--- src/rtl/phy_irq_pkg.sv ---
package phy_irq_pkg;
  localparam int unsigned REG_W    = 16;
  localparam int unsigned EVT_N    = 6;
  localparam int unsigned EN_POS   = 0;
  localparam int unsigned STAT_POS = 8;
  localparam logic [4:0]  REG_ADDR = 5'h12;
endpackage

--- src/rtl/phy_irq_rst_sync.sv ---
module phy_irq_rst_sync #(
  parameter int unsigned STAGES = 2
) (
  input  logic clk_i,
  input  logic rst_ni,
  output logic rst_no
);
  logic [STAGES-1:0] sync_q;
  logic [STAGES-1:0] sync_d;

  always_comb begin
    sync_d = {sync_q[STAGES-2:0], 1'b1};
  end

  always_ff @(posedge clk_i or negedge rst_ni) begin
    if (!rst_ni) sync_q <= '0;
    else         sync_q <= sync_d;
  end

  assign rst_no = sync_q[STAGES-1];
endmodule

--- src/rtl/phy_irq_status.sv ---
module phy_irq_status #(
  parameter int unsigned EVT_N = 6
) (
  input  logic             clk_i,
  input  logic             rst_ni,
  input  logic [EVT_N-1:0] evt_i,
  input  logic             clr_i,
  output logic [EVT_N-1:0] stat_o,
  output logic [EVT_N-1:0] stat_nxt_o
);
  logic [EVT_N-1:0] stat_q;

  for (genvar k = 0; k < EVT_N; k++) begin : g_flag
    // a clear never drops an event arriving in the same cycle
    always_comb begin
      stat_nxt_o[k] = (stat_q[k] & ~clr_i) | evt_i[k];
    end

    always_ff @(posedge clk_i or negedge rst_ni) begin
      if (!rst_ni) stat_q[k] <= 1'b0;
      else         stat_q[k] <= stat_nxt_o[k];
    end
  end

  assign stat_o = stat_q;
endmodule

--- src/rtl/phy_irq_enable.sv ---
module phy_irq_enable #(
  parameter int unsigned EVT_N = 6
) (
  input  logic             clk_i,
  input  logic             rst_ni,
  input  logic             wr_i,
  input  logic [EVT_N-1:0] wbits_i,
  output logic [EVT_N-1:0] en_o,
  output logic [EVT_N-1:0] en_nxt_o
);
  logic [EVT_N-1:0] en_q;

  always_comb begin
    en_nxt_o = en_q;
    if (wr_i) en_nxt_o = wbits_i;
  end

  always_ff @(posedge clk_i or negedge rst_ni) begin
    if (!rst_ni) en_q <= '0;
    else         en_q <= en_nxt_o;
  end

  assign en_o = en_q;
endmodule

--- src/rtl/phy_irq_combine.sv ---
module phy_irq_combine #(
  parameter int unsigned EVT_N = 6
) (
  input  logic             clk_i,
  input  logic             rst_ni,
  input  logic [EVT_N-1:0] stat_nxt_i,
  input  logic [EVT_N-1:0] en_nxt_i,
  input  logic             gie_i,
  output logic             irq_o
);
  logic irq_d;
  logic irq_q;

  always_comb begin
    irq_d = gie_i & (|(stat_nxt_i & en_nxt_i));
  end

  always_ff @(posedge clk_i or negedge rst_ni) begin
    if (!rst_ni) irq_q <= 1'b0;
    else         irq_q <= irq_d;
  end

  assign irq_o = irq_q;
endmodule

--- src/rtl/phy_irq_reg.sv ---
module phy_irq_reg
  import phy_irq_pkg::*;
#(
  parameter int unsigned DATA_W  = REG_W,
  parameter int unsigned NUM_EVT = EVT_N,
  parameter int unsigned EN_LSB  = EN_POS,
  parameter int unsigned ST_LSB  = STAT_POS
) (
  input  logic               clk_i,
  input  logic               rst_ni,
  input  logic [NUM_EVT-1:0] evt_i,
  input  logic               rd_i,
  input  logic               wr_i,
  input  logic [DATA_W-1:0]  wdata_i,
  input  logic               gie_i,
  output logic [DATA_W-1:0]  rdata_o,
  output logic               irq_o
);
  localparam int unsigned EN_MSB = EN_LSB + NUM_EVT - 1;
  localparam int unsigned ST_MSB = ST_LSB + NUM_EVT - 1;

  logic               rst_sync_n;
  logic [NUM_EVT-1:0] status_q;
  logic [NUM_EVT-1:0] status_nxt;
  logic [NUM_EVT-1:0] enable_q;
  logic [NUM_EVT-1:0] enable_nxt;

  phy_irq_rst_sync #(.STAGES(2)) i_rst_sync (
    .clk_i  (clk_i),
    .rst_ni (rst_ni),
    .rst_no (rst_sync_n)
  );

  phy_irq_status #(.EVT_N(NUM_EVT)) i_status (
    .clk_i      (clk_i),
    .rst_ni     (rst_sync_n),
    .evt_i      (evt_i),
    .clr_i      (rd_i),
    .stat_o     (status_q),
    .stat_nxt_o (status_nxt)
  );

  phy_irq_enable #(.EVT_N(NUM_EVT)) i_enable (
    .clk_i    (clk_i),
    .rst_ni   (rst_sync_n),
    .wr_i     (wr_i),
    .wbits_i  (wdata_i[EN_MSB:EN_LSB]),
    .en_o     (enable_q),
    .en_nxt_o (enable_nxt)
  );

  phy_irq_combine #(.EVT_N(NUM_EVT)) i_combine (
    .clk_i      (clk_i),
    .rst_ni     (rst_sync_n),
    .stat_nxt_i (status_nxt),
    .en_nxt_i   (enable_nxt),
    .gie_i      (gie_i),
    .irq_o      (irq_o)
  );

  // read word: reserved positions are tied to zero
  always_comb begin
    rdata_o                = '0;
    rdata_o[EN_MSB:EN_LSB] = enable_q;
    rdata_o[ST_MSB:ST_LSB] = status_q;
  end
endmodule

--- config.mk ---
export PLATFORM = sky130hd
export DESIGN_NAME = phy_irq_reg
export DESIGN_NICKNAME = d
export VERILOG_FILES = /design/src/rtl/phy_irq_pkg.sv /design/src/rtl/phy_irq_rst_sync.sv /design/src/rtl/phy_irq_status.sv /design/src/rtl/phy_irq_enable.sv /design/src/rtl/phy_irq_combine.sv /design/src/rtl/phy_irq_reg.sv
export SDC_FILE = /design/constraint.sdc
export NUM_CORES = 1
export LEC_CHECK = 0
export BUFFER_PORTS_ARGS = -buffer_cell sky130_fd_sc_hd__buf_2
export CAP_MARGIN = 20
export CORE_MARGIN = 2
export CORE_UTILIZATION = 41
export CTS_BUF_LIST = sky130_fd_sc_hd__clkbuf_4 sky130_fd_sc_hd__clkbuf_8
export CTS_CLUSTER_DIAMETER = 120
export DETAILED_ROUTE_END_ITERATION = 10
export PLACE_DENSITY = 0.9
export SLEW_MARGIN = 5
export SYNTH_ARGS = -nofsm -noshare
export SYNTH_HDL_FRONTEND = slang
export SYNTH_SLANG_ARGS = --single-unit
--- constraint.sdc ---
create_clock -name clk_i -period 0.8 [get_ports clk_i]
set_input_delay 0.04 -clock clk_i [delete_from_list [all_inputs] [get_ports clk_i]]
set_output_delay 0.04 -clock clk_i [all_outputs]
set_load 0.01 [all_outputs]
# Word-level counts from Yosys, hierarchy flattened
# Index checks and enable logic that the tools add are counted.
# op_classes
n_mux	1
n_bitwise	15
n_reduce_logical	1
# op_table
cell	count
$and 1x1->1	7
$and 6x6->6	1
$mux 6	1
$or 1x1->1	6
$reduce_or 6->1	1
$not 1->1	1
# word_totals
register_bits	15
in_bits	27
out_inout_bits	17
word_cells	26

# Logic depth before layout (Yosys ltp)
# Gate-level depths: netlist of the first run.
# depth
word_depth	6
depth_mapped	5
depth_no_buf	4

# By module
# A second synthesis of the first run with hierarchy kept.
# hier_totals
cells_unflattened	40
hier_area_um2	595.6
# modules_own_cells
module	n_inst	cells_each	area_each_um2	seq_area_each_um2
phy_irq_enable	1	13	251.5	150.1
phy_irq_status	1	13	198.9	150.1
phy_irq_combine	1	6	57.6	25.0
phy_irq_rst_sync	1	3	53.8	50.0
phy_irq_reg	1	5	33.8	0.0

# Worst setup path after synthesis of the first run
# OpenSTA, ideal clock, no wires.
# synth_path
path_kind	reg-to-reg
from	reg i_enable.en_q[2], in the netlist i_enable.en_o[2]
to	reg i_combine.irq_q, in the netlist i_combine.irq_o
setup_time_ps	119
arrival_time_ps	1038
required_ps	681
setup_slack_ps	-356
path_stages_with_launch	4
path_buffers	0
period_less_slack_ps	1156
cell_sequence	dfrtp_1 > mux2_4 > a22o_1 > o21a_1
# synth_via
elab_chain_len	4
# synth_lines
item	line	text
from (decl)	phy_irq_enable.sv:11	logic [EVT_N-1:0] en_q;
from (signal assigned)	phy_irq_enable.sv:20	else en_q <= en_nxt_o;
$mux 6	phy_irq_enable.sv:15	if (wr_i) en_nxt_o = wbits_i;
via enable_nxt[2]	phy_irq_reg.sv:26	logic [NUM_EVT-1:0] enable_nxt;
$and 6x6->6	phy_irq_combine.sv:15	irq_d = gie_i & (|(stat_nxt_i & en_nxt_i));
$reduce_or 6->1	phy_irq_combine.sv:15	
$and 1x1->1	phy_irq_combine.sv:15	
via i_combine.irq_d	phy_irq_combine.sv:11	logic irq_d;
to (signal assigned)	phy_irq_combine.sv:20	else irq_q <= irq_d;
to (decl)	phy_irq_combine.sv:12	logic irq_q;
# The timed path passes the listed nets, and every way through them passes these cells.

# Final worst setup path of the first run
# Same ends and word-level chain as after synthesis.

==> results.py, run 1 <==
metrics = {
    "yosys": {
        "synthMuxAreaShare": 0.144,
        "synth_top_area_share": 0.600,
        "synth_area_leaders": "dfrtp_1, mux2_4, buf_4",
        "largest_family_of_logic_cells_by_synthesized_area": "multiplexers",
        "synth_adder_area_share": 0,
        "yosys_register_bits": 15,
        "synth-warning-count": 0,
        "synth-compound-area-share": 0.0820,
        "postSynthCellCount": 46,
        "number_of_distinct_library_cells_after_synthesis": 14,
        "synth_xor_xnor_area_share": 0,
        "yosys.area_share.simple": 0.0900,
        "post_synthesis_cell_area_um2": 626,
        "seq_total_area_yosys": 0.600,
        "postSynthAreaPerCell_um2": 13.6,
        "library_cell_occupying_the_most_area_in_the_post_synthesis_netlist": "dfrtp_1",
    },
    "floorplanning": {
        "core_area_mm2": 0.00147,
        "dieHeight_um": 43.1,
        "num_io_pins": 44,
        "full_die_area_mm2": 0.00185,
        "start_util": 0.425,
        "rows": 14,
        "die_w_um": 43.1,
    },
    "grt": {
        "grt_overflow_total": 0,
        "groute.usage.overall": 0.153,
        "number_of_antenna_violations_at_the_first_check_in_global_routing": 0,
        "grt_pass1_vias": 506,
        "grt_first_pass_wirelength_um": 2080,
        "largest_net_degree_at_the_start_of_global_routing": 14,
    },
    "min_path": {
        "hold-path-endpoint": "i_status.stat_o[5]$_DFF_PN0_",
        "min_delay_path_depth": 2,
        "hp-start": "evt_i[5]",
        "timing.hold.worst.class": "in -> reg",
    },
    "timing": {
        "fin_tns_setup_ns": -1.20,
        "max_freq_mhz": 859,
        "setup_violations": 18,
        "layout_min_cycle_time_ns": 1.16,
        "whs_ns": -0.0389,
        "fin_skew_ns": 0.00558,
        "final-max-slew-violation-count": 0,
        "unrepaired_setup_endpoints_after_global_routing": "true",
        "hold_viol": 3,
        "finalCritPeriodShare": 1.46,
        "postLayoutSetupSlackWorst_ns": -0.364,
    },
    "critical_path": {
        "critical_path.startpoint_type": "register",
        "critical_path.endpoint_type": "register",
        "timing.critical_path.buf_inv": 0,
        "cpPeakStageDelay_ns": 0.39,
        "critical-path-slowest-cell": "dfrtp_1",
        "r2r-end": "i_combine.irq_o$_DFF_PN0_",
        "cp.arrival_ns": 1.34,
        "critical_path.cell_chain": "mux2_4, a22o_1, o21a_1",
        "worstPathRequired_ns": 0.98,
        "largest_fanout_on_the_critical_path": 2,
        "timing_worst_setup_path_type": "reg -> reg",
        "timing.critical_path.from": "i_enable.en_o[2]$_DFF_PN0_",
        "worstReg2RegStart": "i_enable.en_o[2]$_DFF_PN0_",
        "path_delay_family": "flip-flops",
        "reg2reg_setup_slack_ns": -0.36,
        "worst-r2r-cell-count": 3,
    },
    "layout": {
        "drive_above_1_share": 0.625,
        "most-common-layout-cells": "buf_2, dfrtp_1, mux2_4, dlygate4sd3_1, conb_1",
        "core_utilization_of_the_finished_layout": 0.662,
        "fin_nets": 116,
        "final_common_cell": "buf_2",
        "area.growth.synth_to_final_pct": 55.8,
        "diode_count": 0,
        "stdcell_area_um2": 975,
    },
    "status": {
        "status": "finished, violations left",
        "failing_checks": "negative hold slack, negative setup slack",
    },
    "drt": {
        "dr_iter_0_viols": 2,
        "dr_total_vias": 494,
        "drt-met1-wl_um": 480,
        "met2_length_um": 763,
        "wirelength_um": 1330,
        "topRoutingLayerUsed": "met3",
        "avgRoutedWirePerCell_um": 12.8,
        "routed_via_density": 4.75,
        "met3WireLength_um": 88,
        "antenna_violating_nets_post_route": 0,
        "route.detailed.drc": 0,
        "drtPass1Iterations": 2,
    },
    "placed_design": {
        "last_weighted_congestion_value_of_the_routability_driven_placer": 0.742,
        "buffer_ports.inserted": 29,
        "postPlaceCellArea_um2": 843,
        "hpwl_um": 994,
    },
    "clock_tree": {
        "path_clk_slew_ns": 0.09,
        "clock_tree.htree_level_count": 1,
        "clock-sinks": 15,
        "cts-hold-fix-buffers": 6,
        "cts-root-buf": "clkbuf_4",
        "worst_skew_pair.late_latency_ns": 0.28,
        "tritoncts": "yes",
        "ctsLongestPathBuffers": 2,
        "cts_inserted_buffers": 3,
    },
    "pwr": {
        "static_leakage_power_nw": 0.508,
        "power.density_mw_per_mm2": 1740,
        "ir_drop_v": 0.00130,
    },
    "run": {
        "timing.max_cap.violations": 0,
    },
}
[what timing repair did]
action                                  CTS  global route
cloned                                    0             0
gates resized for setup                   2             7
pin swaps                                 0             2
setup buffers                             1             1
endpoints found under the setup margin   18            19
hold endpoints to repair                 13             5
[where the power goes]
part	leakage [nW]	switching (W)	internal, W	total [W]
registers	0.170	0.0000300	0.000818	0.000848
clock network	0.0184	0.000228	0.000227	0.000455
logic	0.319	0.000163	0.000232	0.000395
total	0.508	0.000421	0.00128	0.00170
[per-layer routing]
layer / up-vias / GRT usage
li1: 228 / -
met1: 246 / 0.160
met4: 0 / 0.0364
met5: - / 0
met3: 0 / 0.0553
met2: 20 / 0.288
[through the flow]
step / power, W / setup slack [ns] / hold WS, ns / instances
finish: 0.00170 / -0.364 / -0.0389 / 104
global route: 0.00178 / -0.391 / -0.0408 / 104
CTS: 0.00169 / -0.345 / -0.0436 / 104
detailed placement: 0.00120 / -0.328 / -0.173 / 93
global placement: 0.00119 / -0.321 / -0.175 / 93
floorplan: 0.00106 / -0.335 / -0.256 / 49
[worst max path at each step]
| stage | slack [ns] | endpoint | cells after the start |
|---|---|---|---|
| floorplan | -0.34 | i_combine.irq_o$_DFF_PN0_ | 3 |
| global placement | -0.32 | i_combine.irq_o$_DFF_PN0_ | 4 |
| detailed placement | -0.33 | i_combine.irq_o$_DFF_PN0_ | 3 |
| CTS | -0.34 | i_combine.irq_o$_DFF_PN0_ | 3 |
| global route | -0.39 | i_combine.irq_o$_DFF_PN0_ | 4 |
| finish | -0.36 | i_combine.irq_o$_DFF_PN0_ | 3 |
[registers in the layout (all words and copies together), names as in the netlist]
name and flops:
i_rst_sync.sync_q 2, i_combine.irq_o 1, i_enable.en_o 6, i_status.stat_o 6
[area by class of cell]
type                       instances  area [µm²]
clock buffer                       4        30.0
fill                             118         497
inverter                           1        3.75
multi-input combinational         28         268
sequential                        15         375
tap                               16        20.0
timing repair buffer              40         278
[cells in the mapped netlist, drive strengths merged]
library cell,instances
o21ai,4
inv,1
or2,4
buf,5
a22o,1
mux2,6
nor2b,4
o21a,1
a21o,2
conb,2
nand4,1
dfrtp,15
[cell families (layout without fill, tap and decap cells)]
logic type,after synthesis,count (layout)
flops,15,15
simple gates,9,9
compound gates,8,8
mux,6,6
buf+inv,6,45
other cells,2,5
(Power assumes the default switching activity.)
==> run 2: changes to the inputs <==
--- a/config.mk
+++ b/config.mk
@@ -8,11 +8,11 @@
 export BUFFER_PORTS_ARGS = -buffer_cell sky130_fd_sc_hd__buf_2
 export CAP_MARGIN = 20
 export CORE_MARGIN = 2
-export CORE_UTILIZATION = 41
+export CORE_UTILIZATION = 44
 export CTS_BUF_LIST = sky130_fd_sc_hd__clkbuf_4 sky130_fd_sc_hd__clkbuf_8
 export CTS_CLUSTER_DIAMETER = 120
 export DETAILED_ROUTE_END_ITERATION = 10
-export PLACE_DENSITY = 0.9
+export PLACE_DENSITY = 0.85
 export SLEW_MARGIN = 5
 export SYNTH_ARGS = -nofsm -noshare
 export SYNTH_HDL_FRONTEND = slang
==> constraint.sdc (replaced) <==
create_clock -name clk_i -period 1.5 [get_ports clk_i]
set_input_delay 0.075 -clock clk_i [delete_from_list [all_inputs] [get_ports clk_i]]
set_output_delay 0.075 -clock clk_i [all_outputs]
set_load 0.01 [all_outputs]
==> results.py, run 2 (synthesis results as in run 1) <==
metrics = {
    "status": {
        "status": "finished clean",
    },
    "critical_path": {
        "worst_setup_path_endpoint": "i_combine.irq_o$_DFF_PN0_",
        "critical_path.startpoint_type": "register",
        "cpPeakStageDelay_ns": 0.39,
        "critical_path.endpoint_type": "register",
        "timing_worst_setup_path_type": "reg -> reg",
        "worst-r2r-cell-count": 4,
        "cp.arrival_ns": 1.33,
        "timing.critical_path.from": "i_enable.en_o[4]$_DFF_PN0_",
        "worstReg2RegStart": "i_enable.en_o[4]$_DFF_PN0_",
        "worstPathRequired_ns": 1.66,
        "reg2reg_setup_slack_ns": 0.34,
        "critical-path-slowest-cell": "dfrtp_1",
        "r2r-end": "i_combine.irq_o$_DFF_PN0_",
        "largest_fanout_on_the_critical_path": 2,
        "critical_path.cell_chain": "mux2_4, o21ai_0, nand4_1, o21a_1",
    },
    "placed_design": {
        "last_weighted_congestion_value_of_the_routability_driven_placer": 0.661,
        "postPlaceCellArea_um2": 759,
        "hpwl_um": 880,
        "minimum_setup_slack_after_placement_ns": 0.350,
        "buffer_ports.inserted": 29,
    },
    "clock_tree": {
        "clock_tree.htree_level_count": 1,
        "clock-sinks": 15,
        "cts-root-buf": "clkbuf_4",
        "worst_skew_pair.late_latency_ns": 0.27,
        "tritoncts": "yes",
        "ctsLongestPathBuffers": 2,
        "path_clk_slew_ns": 0.08,
        "postCtsSetupBuffers": 0,
        "cts_inserted_buffers": 3,
        "post_cts.resized_instances": 0,
    },
    "layout": {
        "drive_above_1_share": 0.524,
        "stdcell_area_um2": 837,
        "most-common-layout-cells": "buf_2, dfrtp_1, mux2_4, conb_1, dlygate4sd3_1",
        "final.fill_count": 119,
        "fin_nets": 110,
        "area.growth.synth_to_final_pct": 33.8,
        "final_common_cell": "buf_2",
        "diode_count": 0,
    },
    "floorplanning": {
        "dieHeight_um": 41.7,
        "core_area_mm2": 0.00132,
        "die_w_um": 41.7,
        "start_util": 0.475,
        "rows": 13,
        "full_die_area_mm2": 0.00174,
        "num_io_pins": 44,
    },
    "drt": {
        "drtPass1Iterations": 1,
        "wirelength_um": 1140,
        "dr_iter_0_viols": 0,
        "route.detailed.drc": 0,
        "dr_total_vias": 453,
        "antenna_violating_nets_post_route": 0,
        "avgRoutedWirePerCell_um": 11.7,
        "routed_via_density": 4.67,
    },
    "timing": {
        "whs_ns": 0.0146,
        "layout_min_cycle_time_ns": 1.16,
        "relSlewSlack": 0.657,
        "fin_tns_setup_ns": 0,
        "final-max-slew-violation-count": 0,
        "finalCritPeriodShare": 0.776,
        "unrepaired_setup_endpoints_after_global_routing": "false",
        "postLayoutSetupSlackWorst_ns": 0.336,
        "setup_violations": 0,
        "fin_skew_ns": 0.00309,
        "timing_worst_slew_pin_value_ns": 0.515,
        "max_freq_mhz": 859,
        "hold_viol": 0,
    },
    "pwr": {
        "power.density_mw_per_mm2": 979,
        "static_leakage_power_nw": 0.433,
        "ir_drop_v": 0.000594,
        "post-layout-total-power_w": 0.000819,
    },
    "grt": {
        "groute.usage.overall": 0.149,
        "grt_first_pass_wirelength_um": 1930,
        "largest_net_degree_at_the_start_of_global_routing": 14,
        "number_of_antenna_violations_at_the_first_check_in_global_routing": 0,
        "grt_pass1_vias": 475,
        "grt_overflow_total": 0,
    },
    "run": {
        "timing.max_cap.violations": 0,
    },
    "min_path": {
        "timing.hold.worst.class": "in -> reg",
    },
}
[run 2: through the flow]
| step | utilization | cells |
|---|---|---|
| 3_3_place_gp | 0.576 | 88 |
| 3_5_place_dp | 0.576 | 88 |
| 6_report | 0.635 | 97 |
| 4_1_cts | 0.620 | 95 |
| 2_1_floorplan | - | 49 |
| 5_1_grt | 0.635 | 97 |
[run 2: power by group]
group | switching (W) | total, W | internal (W)
Sequential | 0.0000199 | 0.000456 | 0.000436
Clock | 0.000113 | 0.000211 | 0.0000986
Combinational | 0.0000662 | 0.000152 | 0.0000857
[run 2: repair_timing]
action,CTS,global route
setup endpoints to repair,0,0
hold buffers,3,2
hold endpoints to repair,4,2
[run 2: layout make-up]
cell class | instances | area (µm²) | area share
Sequential cell | 15 | 375 | 0.448
Multi-Input combinational cell | 28 | 216 | 0.259
Timing Repair Buffer | 34 | 195 | 0.233
Clock buffer | 3 | 22.5 | 0.0269
Tap cell | 15 | 18.8 | 0.0224
Clock inverter | 1 | 5.00 | 0.00598
Inverter | 1 | 3.75 | 0.00448
[run 2: per-layer routing]
layer,vias to the layer above,GRT usage,routed length [µm]
met2,19,0.253,571
met3,2,0.0391,85
met5,-,0,0
li1,217,-,-
met4,0,0.0581,9
met1,215,0.178,468
[run 2: critical path: cells and delay by family (launching register included)]
| kind | cells | cell delay [ns] |
|---|---|---|
| compound gates | 2 | 0.28 |
| flops | 1 | 0.39 |
| mux | 1 | 0.27 |
| simple gates | 1 | 0.11 |
[run 2: worst min path at each step]
stage,startpoint,endpoint,slack (ns),cells past startpoint
2_1_floorplan,rst_ni,i_rst_sync.sync_q[0]$_DFF_PN0_,-0.22,0
3_3_place_gp,rst_ni,i_rst_sync.sync_q[0]$_DFF_PN0_,-0.14,1
3_5_place_dp,rst_ni,i_rst_sync.sync_q[1]$_DFF_PN0_,-0.14,1
4_1_cts,evt_i[3],i_status.stat_o[3]$_DFF_PN0_,0.002,2
5_1_grt,gie_i,i_combine.irq_o$_DFF_PN0_,0.01,2
6_report,evt_i[1],i_status.stat_o[1]$_DFF_PN0_,0.01,2
